**src/rtl/spi24_pkg.sv**
```systemverilog
package spi24_pkg;

    localparam logic [7:0] OPC_INDEX = 8'h70;
    localparam logic [7:0] OPC_WRITE = 8'h72;
    localparam logic [7:0] OPC_READ  = 8'h73;

    localparam int FRAME_BITS = 24;
    localparam int DATA_BITS  = 16;

    typedef enum logic [1:0] {
        OP_WRITE = 2'b00,
        OP_READ  = 2'b01,
        OP_PROBE = 2'b10,
        OP_READX = 2'b11
    } op_e;

    typedef enum logic [2:0] {
        FR_IDLE,
        FR_LEAD,
        FR_LOW,
        FR_HIGH,
        FR_TRAIL,
        FR_GAP
    } frame_state_e;

    typedef enum logic [1:0] {
        SQ_IDLE,
        SQ_INDEX,
        SQ_DATA
    } seq_state_e;

endpackage

```
**src/rtl/spi24_sync.sv**
```systemverilog
module spi24_sync #(
    parameter bit HAS_MISO = 1'b1,
    parameter int STAGES   = 2
) (
    input  logic clk,
    input  logic rst_n,
    input  logic din,
    output logic dout
);
    generate
        if (!HAS_MISO) begin : g_absent
            assign dout = 1'b0;
        end else if (STAGES == 0) begin : g_direct
            assign dout = din;
        end else begin : g_chain
            logic [STAGES-1:0] stage_q;
            always_ff @(posedge clk or negedge rst_n) begin
                if (!rst_n) begin
                    stage_q <= '0;
                end else begin
                    stage_q[0] <= din;
                    for (int i = 1; i < STAGES; i++) begin
                        stage_q[i] <= stage_q[i-1];
                    end
                end
            end
            assign dout = stage_q[STAGES-1];
        end
    endgenerate
endmodule

```
**src/rtl/spi24_timer.sv**
```systemverilog
module spi24_timer #(
    parameter int W = 5
) (
    input  logic         clk,
    input  logic         rst_n,
    input  logic         load,
    input  logic [W-1:0] load_val,
    output logic         zero
);
    logic [W-1:0] cnt_q;

    always_ff @(posedge clk or negedge rst_n) begin
        if (!rst_n) begin
            cnt_q <= '0;
        end else if (load) begin
            cnt_q <= load_val;
        end else if (cnt_q != '0) begin
            cnt_q <= cnt_q - 1'b1;
        end
    end

    assign zero = (cnt_q == '0);
endmodule

```
**src/rtl/spi24_frame.sv**
```systemverilog
module spi24_frame
    import spi24_pkg::*;
#(
    parameter int HALF_CYC  = 8,
    parameter int GUARD_CYC = 16
) (
    input  logic                  clk,
    input  logic                  rst_n,
    input  logic                  start,
    input  logic [FRAME_BITS-1:0] frame,
    input  logic                  miso_s,
    output logic                  done,
    output logic [FRAME_BITS-1:0] rx_word,
    output logic                  cs_n,
    output logic                  sck,
    output logic                  mosi
);
    localparam int MAXC = (HALF_CYC > GUARD_CYC) ? HALF_CYC : GUARD_CYC;
    localparam int CW   = $clog2(MAXC + 1);
    localparam int BW   = $clog2(FRAME_BITS);
    localparam logic [CW-1:0] HALF_M1  = CW'(HALF_CYC - 1);
    localparam logic [CW-1:0] GUARD_M1 = CW'(GUARD_CYC - 1);
    localparam logic [BW-1:0] LAST_BIT = BW'(FRAME_BITS - 1);

    frame_state_e          state_q, state_n;
    logic                  tmr_zero, tmr_load;
    logic [CW-1:0]         tmr_val;
    logic [BW-1:0]         bit_q;
    logic [FRAME_BITS-1:0] sh_q, sh_n;
    logic                  active_n;

    spi24_timer #(.W(CW)) u_timer (
        .clk      (clk),
        .rst_n    (rst_n),
        .load     (tmr_load),
        .load_val (tmr_val),
        .zero     (tmr_zero)
    );

    always_comb begin
        state_n = state_q;
        unique case (state_q)
            FR_IDLE:  if (start)    state_n = FR_LEAD;
            FR_LEAD:  if (tmr_zero) state_n = FR_LOW;
            FR_LOW:   if (tmr_zero) state_n = FR_HIGH;
            FR_HIGH:  if (tmr_zero) state_n = (bit_q == '0) ? FR_TRAIL : FR_LOW;
            FR_TRAIL: if (tmr_zero) state_n = FR_GAP;
            FR_GAP:   if (tmr_zero) state_n = FR_IDLE;
            default:  state_n = FR_IDLE;
        endcase
    end

    assign tmr_load = (state_n != state_q);
    assign tmr_val  = (state_n == FR_LOW || state_n == FR_HIGH) ? HALF_M1 : GUARD_M1;

    always_comb begin
        sh_n = sh_q;
        if (state_q == FR_IDLE && start) begin
            sh_n = frame;
        end else if (state_q == FR_HIGH && state_n == FR_LOW) begin
            sh_n = {sh_q[FRAME_BITS-2:0], 1'b0};
        end
    end

    assign active_n = (state_n == FR_LEAD) || (state_n == FR_LOW) ||
                      (state_n == FR_HIGH) || (state_n == FR_TRAIL);

    // state register
    always_ff @(posedge clk or negedge rst_n) begin
        if (!rst_n) begin
            state_q <= FR_IDLE;
        end else begin
            state_q <= state_n;
        end
    end

    // datapath: shift registers and bit counter
    always_ff @(posedge clk or negedge rst_n) begin
        if (!rst_n) begin
            sh_q    <= '0;
            rx_word <= '0;
            bit_q   <= '0;
        end else begin
            sh_q <= sh_n;
            if (state_q == FR_IDLE && start) begin
                rx_word <= '0;
                bit_q   <= LAST_BIT;
            end else if (state_q == FR_LOW && state_n == FR_HIGH) begin
                rx_word <= {rx_word[FRAME_BITS-2:0], miso_s};
            end else if (state_q == FR_HIGH && state_n == FR_LOW) begin
                bit_q <= bit_q - 1'b1;
            end
        end
    end

    // registered outputs decoded from the next state
    always_ff @(posedge clk or negedge rst_n) begin
        if (!rst_n) begin
            cs_n <= 1'b1;
            sck  <= 1'b1;
            mosi <= 1'b1;
            done <= 1'b0;
        end else begin
            cs_n <= ~active_n;
            sck  <= (state_n != FR_LOW);
            mosi <= active_n ? sh_n[FRAME_BITS-1] : 1'b1;
            done <= (state_q == FR_GAP) && (state_n == FR_IDLE);
        end
    end
endmodule

```
**src/rtl/spi24_seq.sv**
```systemverilog
module spi24_seq
    import spi24_pkg::*;
#(
    parameter bit             HAS_MISO  = 1'b1,
    parameter logic [7:0]     ID_REG    = 8'hB0,
    parameter logic [15:0]    EXPECT_ID = 16'h2828
) (
    input  logic                  clk,
    input  logic                  rst_n,
    input  logic                  cmd_valid,
    output logic                  cmd_ready,
    input  logic [1:0]            cmd_op,
    input  logic [7:0]            cmd_reg,
    input  logic [DATA_BITS-1:0]  cmd_wdata,
    output logic                  rsp_valid,
    output logic [DATA_BITS-1:0]  rsp_data,
    output logic                  rsp_id_ok,
    output logic                  rsp_noread,
    output logic                  busy,
    output logic                  fe_start,
    output logic [FRAME_BITS-1:0] fe_frame,
    input  logic                  fe_done,
    input  logic [FRAME_BITS-1:0] fe_rx
);
    seq_state_e            state_q, state_n;
    op_e                   op_q;
    logic [DATA_BITS-1:0]  wdata_q;
    logic                  is_write, is_probe, new_write, new_probe;
    logic [DATA_BITS-1:0]  rd_val;

    assign is_write  = (op_q == OP_WRITE);
    assign is_probe  = (op_q == OP_PROBE);
    assign new_write = (op_e'(cmd_op) == OP_WRITE);
    assign new_probe = (op_e'(cmd_op) == OP_PROBE);
    assign rd_val    = HAS_MISO ? fe_rx[DATA_BITS-1:0] : '0;

    always_comb begin
        state_n = state_q;
        unique case (state_q)
            SQ_IDLE:  if (cmd_valid) state_n = SQ_INDEX;
            SQ_INDEX: if (fe_done)   state_n = SQ_DATA;
            SQ_DATA:  if (fe_done)   state_n = SQ_IDLE;
            default:  state_n = SQ_IDLE;
        endcase
    end

    assign cmd_ready = (state_q == SQ_IDLE);
    assign busy      = (state_q != SQ_IDLE);

    // state register
    always_ff @(posedge clk or negedge rst_n) begin
        if (!rst_n) begin
            state_q <= SQ_IDLE;
        end else begin
            state_q <= state_n;
        end
    end

    // outputs, frame launch and request capture
    always_ff @(posedge clk or negedge rst_n) begin
        if (!rst_n) begin
            op_q       <= OP_WRITE;
            wdata_q    <= '0;
            fe_start   <= 1'b0;
            fe_frame   <= '0;
            rsp_valid  <= 1'b0;
            rsp_data   <= '0;
            rsp_id_ok  <= 1'b0;
            rsp_noread <= 1'b0;
        end else begin
            fe_start  <= 1'b0;
            rsp_valid <= 1'b0;
            unique case (state_q)
                SQ_IDLE: begin
                    if (cmd_valid) begin
                        op_q     <= op_e'(cmd_op);
                        wdata_q  <= cmd_wdata;
                        fe_frame <= {OPC_INDEX, 8'h00, new_probe ? ID_REG : cmd_reg};
                        fe_start <= 1'b1;
                    end
                end
                SQ_INDEX: begin
                    if (fe_done) begin
                        fe_frame <= is_write ? {OPC_WRITE, wdata_q}
                                             : {OPC_READ, {DATA_BITS{1'b0}}};
                        fe_start <= 1'b1;
                    end
                end
                SQ_DATA: begin
                    if (fe_done) begin
                        rsp_valid  <= 1'b1;
                        rsp_data   <= is_write ? '0 : rd_val;
                        rsp_id_ok  <= is_probe && HAS_MISO && (rd_val == EXPECT_ID);
                        rsp_noread <= !is_write && !HAS_MISO;
                    end
                end
                default: ;
            endcase
        end
    end

    logic unused_new_write;
    assign unused_new_write = new_write;
endmodule

```
**src/rtl/spi24_reg_master.sv**
```systemverilog
module spi24_reg_master
    import spi24_pkg::*;
#(
    parameter int          HALF_CYC    = 8,
    parameter int          GUARD_CYC   = 16,
    parameter bit          HAS_MISO    = 1'b1,
    parameter int          SYNC_STAGES = 2,
    parameter logic [7:0]  ID_REG      = 8'hB0,
    parameter logic [15:0] EXPECT_ID   = 16'h2828
) (
    input  logic        clk,
    input  logic        rst_n,
    input  logic        cmd_valid,
    output logic        cmd_ready,
    input  logic [1:0]  cmd_op,
    input  logic [7:0]  cmd_reg,
    input  logic [15:0] cmd_wdata,
    output logic        rsp_valid,
    output logic [15:0] rsp_data,
    output logic        rsp_id_ok,
    output logic        rsp_noread,
    output logic        busy,
    output logic        spi_cs_n,
    output logic        spi_sck,
    output logic        spi_mosi,
    input  logic        spi_miso
);
    logic                  fe_start, fe_done, miso_s;
    logic [FRAME_BITS-1:0] fe_frame, fe_rx;

    spi24_sync #(.HAS_MISO(HAS_MISO), .STAGES(SYNC_STAGES)) u_sync (
        .clk   (clk),
        .rst_n (rst_n),
        .din   (spi_miso),
        .dout  (miso_s)
    );

    spi24_seq #(.HAS_MISO(HAS_MISO), .ID_REG(ID_REG), .EXPECT_ID(EXPECT_ID)) u_seq (
        .clk        (clk),
        .rst_n      (rst_n),
        .cmd_valid  (cmd_valid),
        .cmd_ready  (cmd_ready),
        .cmd_op     (cmd_op),
        .cmd_reg    (cmd_reg),
        .cmd_wdata  (cmd_wdata),
        .rsp_valid  (rsp_valid),
        .rsp_data   (rsp_data),
        .rsp_id_ok  (rsp_id_ok),
        .rsp_noread (rsp_noread),
        .busy       (busy),
        .fe_start   (fe_start),
        .fe_frame   (fe_frame),
        .fe_done    (fe_done),
        .fe_rx      (fe_rx)
    );

    spi24_frame #(.HALF_CYC(HALF_CYC), .GUARD_CYC(GUARD_CYC)) u_frame (
        .clk     (clk),
        .rst_n   (rst_n),
        .start   (fe_start),
        .frame   (fe_frame),
        .miso_s  (miso_s),
        .done    (fe_done),
        .rx_word (fe_rx),
        .cs_n    (spi_cs_n),
        .sck     (spi_sck),
        .mosi    (spi_mosi)
    );
endmodule

```
**config.mk**
```make
export PLATFORM = sky130hd
export DESIGN_NAME = spi24_reg_master
export DESIGN_NICKNAME = d
export VERILOG_FILES = /design/src/rtl/spi24_pkg.sv /design/src/rtl/spi24_sync.sv /design/src/rtl/spi24_timer.sv /design/src/rtl/spi24_frame.sv /design/src/rtl/spi24_seq.sv /design/src/rtl/spi24_reg_master.sv
export SDC_FILE = /design/constraint.sdc
export NUM_CORES = 1
export LEC_CHECK = 0
export ABC_AREA = 0
export ABC_CLOCK_PERIOD_IN_PS = 2750
export BUFFER_PORTS_ARGS = -buffer_cell sky130_fd_sc_hd__buf_2
export CORE_MARGIN = 5
export CORE_UTILIZATION = 40
export CTS_CLUSTER_DIAMETER = 30
export CTS_CLUSTER_SIZE = 14
export DETAILED_ROUTE_END_ITERATION = 12
export GPL_TIMING_DRIVEN = 0
export PLACE_DENSITY = 0.65
export SYNTH_ARGS = -nofsm -noshare
export SYNTH_HDL_FRONTEND = slang
export SYNTH_SLANG_ARGS = --single-unit
```
**constraint.sdc**
```tcl
create_clock -name clk -period 2.75 [get_ports clk]
set_input_delay 0.275 -clock clk [delete_from_list [all_inputs] [get_ports clk]]
set_output_delay 0.275 -clock clk [all_outputs]
set_load 0.005 [all_outputs]
```
## After elaboration in Yosys (flattened, before gate mapping)

Index checks and enable logic that the tools add are counted.

| word-level totals | value |
|---|---|
| register bits after elaboration | 122 |
| latch bits | 0 |
| RAM bits | 0 |
| ROM bits | 0 |
| input bits | 30 |
| output and inout port bits | 24 |
| word-level logic and storage cells | 101 |
| memories kept | 0 |

| cells by class | value |
|---|---|
| $add $sub $neg | 2 |
| multipliers | 0 |
| divide/modulo/power cells | 0 |
| magnitude comparators | 0 |
| eq/ne operators | 20 |
| shifts and indexed selects | 0 |
| mux-type cells | 33 |
| bitwise operators | 1 |
| reductions and logical operators | 26 |

Operator list:

| kind | number |
|---|---|
| 24-bit 2-to-1 mux | 4 |
| 16-bit 2-to-1 mux | 3 |
| 24-bit case mux with 2 select lines | 1 |
| 5-bit 2-to-1 mux | 5 |
| 3-bit 2-to-1 mux | 7 |
| 3-bit case mux with 6 select lines | 1 |
| 17-bit 2-to-1 mux | 1 |
| 16-bit by 14-bit == test with 1-bit output, second input constant | 1 |
| 3-bit by 2-bit == test with 1-bit output, second input constant | 4 |
| 5-bit zero test | 2 |
| 2-bit nonzero test | 5 |
| 5-bit by 1-bit subtractor with 5-bit output, second input constant | 2 |
| 3-bit == test, second input constant | 3 |
| 8-bit 2-to-1 mux | 1 |
| 2-bit == test, second input constant | 3 |
| 3-bit by 1-bit == test with 1-bit output, second input constant | 2 |
| 3-bit zero test | 2 |
| 2-bit 2-to-1 mux | 3 |
| 2-bit by 1-bit inequality test with 1-bit output, second input constant | 3 |
| 2-bit case mux with 3 select lines | 1 |
| 2-bit AND reduction | 3 |
| 3-bit AND reduction | 2 |
| 1-bit logical AND | 5 |
| 5-bit nonzero test | 1 |
| other kinds (10) | 17 |

## Logic depth before layout (Yosys ltp)

Gate-level depths: netlist of run 1.

| logic depth | value |
|---|---|
| depth in word-level cells | 9 |
| depth in mapped cells | 8 |
| gate-level depth less buffers | 6 |

## Hierarchy

A second synthesis of run 1 with hierarchy kept.

| unflattened totals | value |
|---|---|
| cell total of the unflattened synthesis | 492 |
| area, all modules | 5554.1 µm² |

By module, submodules not included:

| module | times used | cells an instance | area an instance (µm²) | sequential area each (µm²) |
|---|---|---|---|---|
| spi24_frame | 1 | 232 | 2618.8 | 1505.2 |
| spi24_seq | 1 | 231 | 2606.2 | 1451.4 |
| spi24_timer | 1 | 27 | 279.0 | 125.1 |
| spi24_sync | 1 | 2 | 50.0 | 50.0 |

## Worst setup path after synthesis of run 1

Ideal clock, no wire load.

| timing path | value |
|---|---|
| kind | register to register |
| start point | register u_frame.u_timer.cnt_q[0] |
| end point | register u_frame.sh_q[3] |
| arrival | 1657 ps |
| data required time | 2624 ps |
| path slack | 967 ps |
| stages on the path, launching flop included | 9 |
| path buffers | 2 |
| clock period less this slack | 1783 ps |
| cell sequence | dfrtp_1 > inv_1 > ha_1 > nor4b_4 > buf_6 > o211a_4 > a21oi_2 > buf_6 > a221o_1 |

| between the ends | value |
|---|---|
| longest elaborated chain between the ends | 6 |

Ends and longest elaborated chain:

| what | RTL line | text |
|---|---|---|
| from (decl) | spi24_timer.sv:10 | `logic [W-1:0] cnt_q;` |
| from (signal assigned) | spi24_timer.sv:16 | `cnt_q <= load_val;` |
| from (signal assigned) | spi24_timer.sv:18 | `cnt_q <= cnt_q - 1'b1;` |
| 5-bit zero test * | spi24_timer.sv:22 | `assign zero = (cnt_q == '0);` |
| 3-bit 2-to-1 mux, on equally long branches | -- |  |
| 3-bit case mux with 6 select lines * | spi24_frame.sv:42 | `unique case (state_q)` |
| 3-bit by 2-bit == test with 1-bit output * | spi24_frame.sv:60 | `end else if (state_q == FR_HIGH && state_n == FR_LOW) begin` |
| 1-bit logical AND * | spi24_frame.sv:60 |  |
| 2-bit nonzero test (no source line) * | -- |  |
| to (signal assigned) | spi24_frame.sv:84 | `sh_q <= sh_n;` |
| to (decl) | spi24_frame.sv:29 | `logic [FRAME_BITS-1:0] sh_q, sh_n;` |

Every way passes the cells marked *; elsewhere a longest branch is shown, timed or not.
A chain may end at the register's enable or synchronous reset.

## Final worst setup path of run 1

| timing path | value |
|---|---|
| start point | register u_frame.bit_q[0] |
| end point | register u_frame.sh_q[5] |

| between the ends | value |
|---|---|
| longest elaborated chain between the ends | 7 |

Ends and longest elaborated chain:

| what | RTL line | text |
|---|---|---|
| from (decl) | spi24_frame.sv:28 | `logic [BW-1:0] bit_q;` |
| from (signal assigned) | spi24_frame.sv:91 | `bit_q <= bit_q - 1'b1;` |
| 5-bit zero test | spi24_frame.sv:46 | `FR_HIGH: if (tmr_zero) state_n = (bit_q == '0) ? FR_TRAIL : FR_LOW;` |
| 3-bit 2-to-1 mux (2 in a row) | spi24_frame.sv:46 |  |
| 3-bit case mux with 6 select lines | spi24_frame.sv:42 |  |
| 3-bit by 2-bit == test with 1-bit output | spi24_frame.sv:60 |  |
| 1-bit logical AND | spi24_frame.sv:60 |  |
| 2-bit nonzero test (no source line) | -- |  |

Every way passes these cells.

==> results of run 1 <==
cell type report:
cell class                      instances  area share
Buffer                                 29      0.0258
Timing Repair Buffer                   55      0.0507
Multi-Input combinational cell        285       0.310
Sequential cell                       117       0.473
Clock inverter                          9      0.0202
Clock buffer                           22      0.0781
Tap cell                              172      0.0347
Inverter                               12     0.00727
layout by cell type (no fill, tap or decap), types with 3 or more instances in the layout:
cell,count
a32oi_1,5
a21o_1,4
dfstp_2,3
bufinv_16,3
and2_1,19
mux2_2,20
o21ai_0,33
dfrtp_1,114
a21oi_1,13
nor2_1,21
nor2_2,3
o22ai_1,3
clkbuf_8,4
buf_2,58
inv_1,12
buf_4,5
clkbuf_1,13
nand3_1,5
clkbuf_16,17
nand2b_1,8
buf_6,4
a31oi_1,3
nor4b_1,3
nor3_1,6
clkinv_2,4
a221o_1,18
a211oi_1,3
a22o_1,24
ha_1,4
nand2_1,55
nor2b_1,5
o31ai_1,5
where the power goes:
group / internal (mW) / leakage (nW) / switching, mW
clock network: 1.51 / 0.298 / 0.750
registers: 1.74 / 1.49 / 0.00998
logic: 0.0383 / 1.11 / 0.0573
routing by layer:
metal / up-vias / GRT usage / routed length (um)
met4: 0 / 0.0651 / 166
met1: 1801 / 0.204 / 4900
met5: - / 0 / 0
met3: 14 / 0.0415 / 458
li1: 1733 / - / -
met2: 69 / 0.241 / 4960
registers in the layout, indices dropped and copies added, names as in the netlist, 2 cells and up:
| register | count |
|---|---|
| u_frame.u_timer.cnt_q | 5 |
| u_sync.g_chain.stage_q | 2 |
| u_seq.op_q | 2 |
| u_seq.rsp_data | 16 |
| u_frame.sh_q | 24 |
| u_seq.state_q | 2 |
| u_seq.wdata_q | 16 |
| u_frame.state_q | 3 |
| u_frame.rx_word | 16 |
| u_seq.fe_frame | 19 |
| u_frame.bit_q | 5 |
through the flow:
stage / worst slack (ns) / utilization
after floorplan: 0.967 / -
after global placement: -0.000983 / 0.442
after detailed placement: 0.718 / 0.445
after CTS: 0.701 / 0.495
after global routing: 0.589 / 0.495
final: 0.730 / 0.495
kinds of logic (layout without fill, tap and decap cells):
group | Yosys count | count (layout) | share of synthesized area
DFF | 117 | 117 | 0.579
muxes | 22 | 22 | 0.0485
other | 1 | 1 | 0.000741
buffers and inverters | 41 | 127 | 0.0406
xor gates and xnor gates | 3 | 3 | 0.00519
AOI/OAI and AO/OA | 118 | 118 | 0.173
adders and majority gates | 4 | 4 | 0.00989
and+or+nand+nor | 137 | 137 | 0.143
timing repair:
action                                 CTS  global route
endpoints found under the hold margin   30             0
setup endpoints to repair                0             0
hold buffers                             2             0
how the worst max path moves through the flow:
stage                                        start                 end  slack, ns
final                             u_frame.bit_q[0]     u_frame.sh_q[5]       0.73
after floorplan           u_frame.u_timer.cnt_q[0]     u_frame.sh_q[3]       0.97
after global placement                       rst_n  u_seq.fe_frame[13]     -0.001
after global routing              u_frame.bit_q[0]     u_frame.sh_q[4]       0.59
after CTS                         u_frame.bit_q[0]     u_frame.sh_q[7]       0.70
after detailed placement          u_seq.state_q[1]   u_seq.wdata_q[13]       0.72
critical path, cell delays in order, from the launching register on:
cell and delay [ns]:
dfrtp_1 0.38, inv_1 0.12, ha_1 0.21, nand4bb_4 0.15, o211ai_4 0.37, nor2_2 0.11, buf_4 0.20, a221o_1 0.35
==> flow_summary.json, run 1 <==
{
  "ios": 54,
  "layout_min_cycle_time_ns": 2.02,
  "required_ns": 3.04,
  "synth_nets": 477,
  "path_clk_slew_ns": 0.05,
  "place_area_um2": 5570,
  "power_mw": 4.10,
  "crit_type": "flip-flop to flip-flop",
  "min_to": "u_seq.wdata_q[9]",
  "register_area_um2": 2930,
  "grt_max_degree": 86,
  "drtAntennaViolNets": 0,
  "route.detailed.drc": 0,
  "netlist_area_um2": 5060,
  "synth_async_sr_flop_share": 1.00,
  "synth_top_cell_by_area": "dfrtp_1",
  "vdd_ir_drop_max_v": 0.000443,
  "place.gp.congestion": 0.796,
  "dr_total_vias": 3617,
  "antenna_found_initial": 0,
  "synth_area_leaders": "dfrtp_1 56%, mux2_2 4.5%, a22o_1 4.2%",
  "nNetsFinal": 551,
  "layout-drive-gt1-share": 0.255,
  "ys_ff_latch": 117,
  "cp-start-kind": "flip-flop",
  "reg2reg_from": "u_frame.bit_q[0]",
  "cap_violations": 0,
  "fmaxAchievable_mhz": 495,
  "cts_setup_buffers": 0,
  "rsz0062_at_grt": "no",
  "clockBufferDepth": 2,
  "postCtsResizedCells": 0,
  "dp_hpwl_um": 7260,
  "final-setup-viol-count": 0,
  "crit_path_max_fanout": 10,
  "dr.pass1.iters": 4,
  "clk_latency_ns": 0.41,
  "slew_viol_final": 0,
  "start_util": 0.404,
  "hp-class": "primary input to flip-flop",
  "multiInputGateArea_um2": 1920,
  "htree_levels": 4,
  "rows": 41,
  "finalCritPeriodShare": 0.735,
  "hp-start": "cmd_wdata[9]",
  "hold_ws_ns": 0.0954,
  "num-fill-cells": 1187,
  "root_buffer": "clkbuf_16",
  "synth_top_area_frac": 0.564,
  "antennaDiodeCount": 0,
  "drt_iter0_markers": 226,
  "grt_overflow": 0,
  "hold_depth": 2,
  "synth_edf_count": 0,
  "grt_util_all_layers": 0.154,
  "fin_tns_setup_ns": 0,
  "synth_common_cells": "114 x dfrtp_1, 55 x nand2_1, 33 x o21ai_0",
  "yosysMostFrequentCell": "dfrtp_1",
  "design.core.area_um2": 12500,
  "fin_skew_ns": 0.00567,
  "p_leak_nw": 2.90,
  "via_per_inst": 5.16,
  "place_inst": 668,
  "wl_um": 10500,
  "layout.cells.non_filler": 701,
  "powerDensity_nw_per_um2": 662,
  "syn_to_final_growth_pct": 22.5,
  "rrSetupSlack_ns": 0.73,
  "chipWidth_um": 122,
  "wl_per_cell_um": 15.0,
  "end_kind": "flip-flop",
  "first_global_vias": 3732,
  "cts_tree": "done",
  "synth_cells": 443,
  "syn_area_per_cell_um2": 11.4,
  "cts_buffers": 17,
  "grt_pass1_wl_um": 18200,
  "cts_sinks": 117,
  "fin_area_um2": 6200,
  "worstRegToRegCells": 7,
  "die_h_um": 122,
  "port_buffers": 52,
  "yosys.cell_types.count": 50,
  "status": "finished clean",
  "hold_viol": 0,
  "worstReg2RegEnd": "u_frame.sh_q[5]",
  "dieArea_um2": 15000,
  "arrival_ns": 2.31,
  "synth-seq-area-share": 0.579,
  "ys_warn_count": 0,
  "synth_flop_cell": "dfrtp_1"
}
No activity file was read; power rests on OpenSTA's default activity.
==> run 2, diff against run 1 <==
--- a/config.mk
+++ b/config.mk
@@ -6,7 +6,7 @@
 export NUM_CORES = 1
 export LEC_CHECK = 0
 export ABC_AREA = 0
-export ABC_CLOCK_PERIOD_IN_PS = 2750
+export ABC_CLOCK_PERIOD_IN_PS = 1650
 export BUFFER_PORTS_ARGS = -buffer_cell sky130_fd_sc_hd__buf_2
 export CORE_MARGIN = 5
 export CORE_UTILIZATION = 40
@@ -14,7 +14,7 @@
 export CTS_CLUSTER_SIZE = 14
 export DETAILED_ROUTE_END_ITERATION = 12
 export GPL_TIMING_DRIVEN = 0
-export PLACE_DENSITY = 0.65
+export PLACE_DENSITY = 0.67
 export SYNTH_ARGS = -nofsm -noshare
 export SYNTH_HDL_FRONTEND = slang
 export SYNTH_SLANG_ARGS = --single-unit
==> constraint.sdc (replaced) <==
create_clock -name clk -period 1.65 [get_ports clk]
set_input_delay 0.165 -clock clk [delete_from_list [all_inputs] [get_ports clk]]
set_output_delay 0.165 -clock clk [all_outputs]
set_load 0.005 [all_outputs]
==> run 2 against run 1 <==
Against the previous run: highest routed layer unchanged; non-clock buffer count rose by 36; critical path type unchanged; combinational power rose by 110%; the flow now finishes with violations (negative setup slack); critical path depth rose by 1.
==> flow_summary.json, run 2 (synthesized netlist as in run 1, its figures left out) <==
{
  "power_mw": 6.95,
  "largest_reg_flops": 24,
  "hold_viol": 0,
  "preCtsSetupSlack_ns": -0.372,
  "max_stage_delay_ns": 0.39,
  "layout-drive-gt1-share": 0.330,
  "worstPathBufferInverterCount": 3,
  "rsz0062_at_grt": "yes",
  "seq_power_share": 0.420,
  "place.gp.congestion": 0.805,
  "worstReg2RegEnd": "u_frame.sh_q[6]",
  "nNetsFinal": 587,
  "crit_path_max_fanout": 10,
  "crit_top_cell": "buf_6",
  "cp_slowest_cell": "dfrtp_1",
  "path_delay_family": "compound AO/OA/AOI/OAI gates",
  "cts_tree": "done",
  "final_cell_mix": "114 x dfrtp_1, 56 x buf_2, 55 x nand2_1",
  "cts_buffers": 17,
  "path_clk_slew_ns": 0.06,
  "place_inst": 668,
  "drt_iter0_markers": 206,
  "port_buffers": 52,
  "grt_pass1_wl_um": 18500,
  "powerDensity_nw_per_um2": 1030,
  "fin_util": 0.540,
  "num-fill-cells": 1090,
  "cts_sinks": 117,
  "die_h_um": 122,
  "layout_min_cycle_time_ns": 1.85,
  "fin_skew_ns": 0.00665,
  "switching_share": 0.195,
  "dieArea_um2": 15000,
  "slew_viol_final": 0,
  "htree_levels": 4,
  "wl_um": 11200,
  "drtAntennaViolNets": 0,
  "rrSetupSlack_ns": -0.20,
  "clockBufferDepth": 2,
  "end_kind": "flip-flop",
  "arrival_ns": 2.14,
  "ios": 54,
  "clk_latency_ns": 0.41,
  "combinationalPowerShare": 0.028,
  "route.detailed.drc": 0,
  "antenna_found_initial": 1,
  "rows": 41,
  "worstRegToRegCells": 8,
  "place_area_um2": 5650,
  "fin_area_um2": 6770,
  "final-setup-viol-count": 47,
  "dr.pass1.iters": 4,
  "worstSetupEndpoint": "u_frame.sh_q[6]",
  "start_util": 0.404,
  "dr_total_vias": 3796,
  "fmaxAchievable_mhz": 540,
  "cp-startpoint": "u_frame.u_timer.cnt_q[1]",
  "top_register": "u_frame.sh_q",
  "layout.cells.non_filler": 739,
  "relSlewSlack": 0.523,
  "top_regs": "u_frame.sh_q: 24 flops, u_seq.fe_frame: 19 flops",
  "violations": "negative setup slack",
  "cp.depth": 8,
  "first_global_vias": 3820,
  "p_leak_nw": 3.12,
  "mostFrequentLayoutCell": "dfrtp_1",
  "grt_overflow": 0,
  "cp_cell_sequence": "inv_2 > ha_4 > nor4b_4 > buf_6 > o211a_4 > a21oi_4 > buf_6 > a221o_1",
  "syn_to_final_growth_pct": 33.7,
  "status": "finished, violations left",
  "p_sw_mw": 1.36,
  "p_clk_frac": 0.552,
  "vdd_ir_drop_max_v": 0.000516,
  "crit_type": "flip-flop to flip-flop",
  "via_per_inst": 5.14,
  "cp-start-kind": "flip-flop",
  "hp-class": "primary input to flip-flop",
  "setup_ws_ns": -0.202,
  "worst_pin_slew_ns": 0.716,
  "dp_hpwl_um": 7170,
  "chipWidth_um": 122,
  "design.core.area_um2": 12500,
  "root_buffer": "clkbuf_16",
  "required_ns": 1.93,
  "finalCritPeriodShare": 1.12,
  "p_int_mw": 5.59,
  "grt_max_degree": 64,
  "cap_violations": 0,
  "reg2reg_from": "u_frame.u_timer.cnt_q[1]",
  "grt_util_all_layers": 0.158,
  "hold_depth": 2,
  "wl_per_cell_um": 15.2
}
run 2: cell count changes in the layout (fill, tap and decap cells not counted), sizes merged:
| cell | previous run | this run |
|---|---|---|
| buf | 69 | 91 |
| bufinv | 3 | 4 |
| clkbuf | 35 | 34 |
| clkinv | 4 | 3 |
| diode | 0 | 1 |
| dlygate4sd3 | 2 | 18 |
run 2: cell type report:
class / instances / area (um^2) / share of cell area
diodes: 1 / 2.50 / 0.000370
inverters: 12 / 45.0 / 0.00666
clock buffers: 23 / 468 / 0.0692
plain buffers: 26 / 193 / 0.0285
multi-input cells: 285 / 2100 / 0.310
well taps: 172 / 215 / 0.0318
repair buffers: 94 / 662 / 0.0978
clock inverters: 9 / 150 / 0.0222
flip-flops and latches: 117 / 2930 / 0.433
run 2: worst min path at each step:
stage                                           end  slack (ns)          start
after detailed placement           u_seq.wdata_q[9]        0.26          rst_n
after global routing              u_seq.wdata_q[12]        0.02  cmd_wdata[12]
after global placement    u_sync.g_chain.stage_q[0]        0.27       spi_miso
after floorplan                    u_frame.bit_q[0]       -0.13          rst_n
after CTS                             u_seq.op_q[1]       0.004      cmd_op[1]
final                                 u_seq.op_q[1]        0.02      cmd_op[1]
run 2: per-stage QoR:
stage	hold slack [ns]	TNS (ns)
final	0.0179	-6.26
after detailed placement	0.263	-13.98
after CTS	0.00363	-6.45
after global placement	0.275	-115.47
after floorplan	-0.131	-1.83
after global routing	0.0151	-10.99
run 2: repair_timing:
item / in CTS / in global routing
buffers inserted: 16 / 5
hold endpoints to repair: 68 / 0
endpoints found under the setup margin: 77 / 68
gates resized for setup: 23 / 30
pin swaps: 9 / 17
cloned: 2 / 0
hold buffers: 18 / 0
run 2: metal layers:
layer | wire (um) | global-route usage
met5 | 0 | 0
met4 | 227 | 0.0749
met3 | 356 | 0.0369
met2 | 5570 | 0.250
met1 | 5080 | 0.207
run 2: power groups by stage:
stage          Clock (mW)  Sequential, mW  Combinational [mW]
2_1_floorplan           0            2.96              0.0485
3_3_place_gp            0            2.96               0.144
3_5_place_dp            0            2.97               0.159
4_1_cts              3.90            2.92               0.192
5_1_grt              4.04            2.92               0.222
6_report             3.84            2.92               0.197
run 2: worst register-to-register path, stage by stage (launching register included):
cell and delay (ns):
dfrtp_1 0.39, inv_2 0.08, ha_4 0.13, nor4b_4 0.24
buf_6 0.17, o211a_4 0.18, a21oi_4 0.07, buf_6 0.16
a221o_1 0.30
==> run 3, diff against run 2 <==
--- a/config.mk
+++ b/config.mk
@@ -15,6 +15,7 @@
 export DETAILED_ROUTE_END_ITERATION = 12
 export GPL_TIMING_DRIVEN = 0
 export PLACE_DENSITY = 0.67
+export SETUP_SLACK_MARGIN = 0.4
 export SYNTH_ARGS = -nofsm -noshare
 export SYNTH_HDL_FRONTEND = slang
 export SYNTH_SLANG_ARGS = --single-unit
==> run 3 against run 2 <==
Against the previous run: the run still ends with negative setup slack left; count of clock-buffer cells in the layout shrank 4; critical endpoint is now u_frame.sh_q[8]; combinational power grew 25%; first-iteration DRC count shrank 1.5%; via count grew 8.0%.
==> flow_summary.json, run 3 (synthesized netlist as in run 1, its figures left out) <==
{
  "p_leak_nw": 3.53,
  "antennaDiodeCount": 0,
  "met3_usage": 0.0392,
  "wl_um": 14000,
  "hold_depth": 3,
  "route.detailed.drc": 0,
  "nNetsFinal": 626,
  "seq_power_share": 0.410,
  "cts_sinks": 117,
  "finalCritPeriodShare": 1.12,
  "via_per_inst": 5.28,
  "dieArea_um2": 15000,
  "busiest_layer": "met2",
  "final-setup-viol-count": 65,
  "place_inst": 668,
  "layout_min_cycle_time_ns": 1.85,
  "switching_share": 0.211,
  "drt_iter0_markers": 203,
  "violations": "negative setup slack",
  "cts_tree": "done",
  "end_kind": "flip-flop",
  "layout.cells.non_filler": 777,
  "arrival_ns": 2.14,
  "cts_buffers": 17,
  "path_clk_slew_ns": 0.06,
  "p_clk_frac": 0.555,
  "grt_pass1_wl_um": 21700,
  "mostFrequentLayoutCell": "dfrtp_1",
  "top_regs": "u_frame.sh_q: 24 flops, u_seq.fe_frame: 19 flops",
  "crit_top_cell": "buf_6",
  "cp_cell_sequence": "inv_2 > ha_4 > nor4b_4 > buf_6 > o211a_4 > a21oi_4 > buf_6 > a221o_1",
  "start_util": 0.404,
  "vdd_ir_drop_max_v": 0.000620,
  "rows": 41,
  "htree_levels": 4,
  "fmaxAchievable_mhz": 542,
  "required_ns": 1.95,
  "grtUsageMet2": 0.313,
  "cp_slowest_cell": "dfrtp_1",
  "grt_util_all_layers": 0.189,
  "dr.pass1.iters": 5,
  "antenna_found_initial": 0,
  "port_buffers": 52,
  "first_global_vias": 4228,
  "clk_latency_ns": 0.42,
  "grt_use_met1": 0.242,
  "crit_type": "flip-flop to flip-flop",
  "worst_pin_slew_ns": 0.519,
  "worstReg2RegEnd": "u_frame.sh_q[8]",
  "largest_reg_flops": 24,
  "drtAntennaViolNets": 0,
  "syn_to_final_growth_pct": 54.2,
  "combinationalPowerShare": 0.035,
  "design.core.area_um2": 12500,
  "layout-drive-gt1-share": 0.488,
  "wl_per_cell_um": 18.1,
  "dr_total_vias": 4101,
  "die_h_um": 122,
  "p_sw_mw": 1.50,
  "ios": 54,
  "hold_viol": 0,
  "fin_tns_setup_ns": -7.01,
  "fin_skew_ns": 0.00961,
  "hp-start": "cmd_valid",
  "grt_max_degree": 64,
  "rrSetupSlack_ns": -0.20,
  "num-fill-cells": 921,
  "final_cell_mix": "112 x dfrtp_1, 53 x buf_2, 37 x buf_6",
  "preCtsSetupSlack_ns": -0.290,
  "p_int_mw": 5.62,
  "crit_path_max_fanout": 5,
  "cp-start-kind": "flip-flop",
  "hp-class": "primary input to flip-flop",
  "min_to": "u_seq.state_q[0]",
  "path_delay_family": "compound AO/OA/AOI/OAI gates",
  "top_register": "u_frame.sh_q",
  "power_mw": 7.12,
  "grt_overflow": 0,
  "max_stage_delay_ns": 0.39,
  "worstRegToRegCells": 8,
  "rsz0062_at_grt": "yes",
  "chipWidth_um": 122,
  "worstPathBufferInverterCount": 3,
  "status": "finished, violations left",
  "root_buffer": "clkbuf_16",
  "slew_viol_final": 0,
  "clockBufferDepth": 2,
  "cap_violations": 0,
  "reg2reg_from": "u_frame.u_timer.cnt_q[1]",
  "powerDensity_nw_per_um2": 913,
  "setup_ws_ns": -0.196,
  "dp_hpwl_um": 7360,
  "relSlewSlack": 0.654,
  "place.gp.congestion": 0.791
}
[run 3: changes by cell type in the layout (fill, tap and decap cells not counted), sizes merged]
cell / change
inv: -1
clkinv: +4
diode: -1
clkinvlp: +1
clkbuf: -7
nand3: +1
dlygate4sd3: +2
buf: +39
[run 3: power groups by stage]
stage	Sequential, mW	Combinational, mW	Clock (mW)
5_1_grt	2.92	0.275	4.10
2_1_floorplan	2.96	0.0681	0
3_5_place_dp	2.97	0.179	0
6_report	2.92	0.247	3.95
4_1_cts	2.92	0.231	3.96
3_3_place_gp	2.97	0.166	0
[run 3: how the worst max path moves through the flow]
stage                                  start               end  slack, ns  cells past startpoint
floorplan           u_frame.u_timer.cnt_q[0]   u_frame.sh_q[3]      -0.09                      8
global placement                       rst_n  u_seq.state_q[0]      -1.11                      1
detailed placement          u_frame.bit_q[0]  u_frame.sh_q[14]      -0.29                      7
CTS                 u_frame.u_timer.cnt_q[1]   u_frame.sh_q[5]      -0.16                      8
global route        u_frame.u_timer.cnt_q[1]   u_frame.sh_q[5]      -0.25                      8
finish              u_frame.u_timer.cnt_q[1]   u_frame.sh_q[8]      -0.20                      8
[run 3: cell type report]
class	instances	area, um^2	area share
Buffer	29	332	0.0425
Sequential cell	117	2930	0.376
Inverter	12	55.1	0.00706
Tap cell	172	215	0.0276
Timing Repair Buffer	129	1110	0.142
Clock inverter	13	180	0.0231
Clock buffer	19	453	0.0581
Multi-Input combinational cell	286	2520	0.324
[run 3: metal layers]
layer,part of all wire,vias to the layer above
met3,0.035,23
li1,-,1902
met1,0.43,2082
met5,0,-
met4,0.017,0
met2,0.52,94
[run 3: through the flow]
stage          instance area, um^2  utilization  hold slack, ns
6_report                      7800        0.623          0.0357
3_5_place_dp                  5870        0.469           0.255
2_1_floorplan                 5360            -          -0.131
5_1_grt                       7800        0.623          0.0450
4_1_cts                       7480        0.598          0.0133
3_3_place_gp                  5840        0.466           0.274
[run 3: what timing repair did]
action	4_1_cts	5_1_grt
hold endpoints to repair	73	0
hold buffers	20	0
gates resized for setup	115	74
setup endpoints to repair	111	165
pin swaps	39	24
buffers inserted	39	7
gates cloned	11	0
[run 3: worst register-to-register path: stages, from the launching register on]
cell	delay, ns
dfrtp_1	0.39
inv_2	0.09
ha_4	0.13
nor4b_4	0.23
buf_6	0.16
o211a_4	0.17
a21oi_4	0.08
buf_6	0.15
a221o_1	0.31
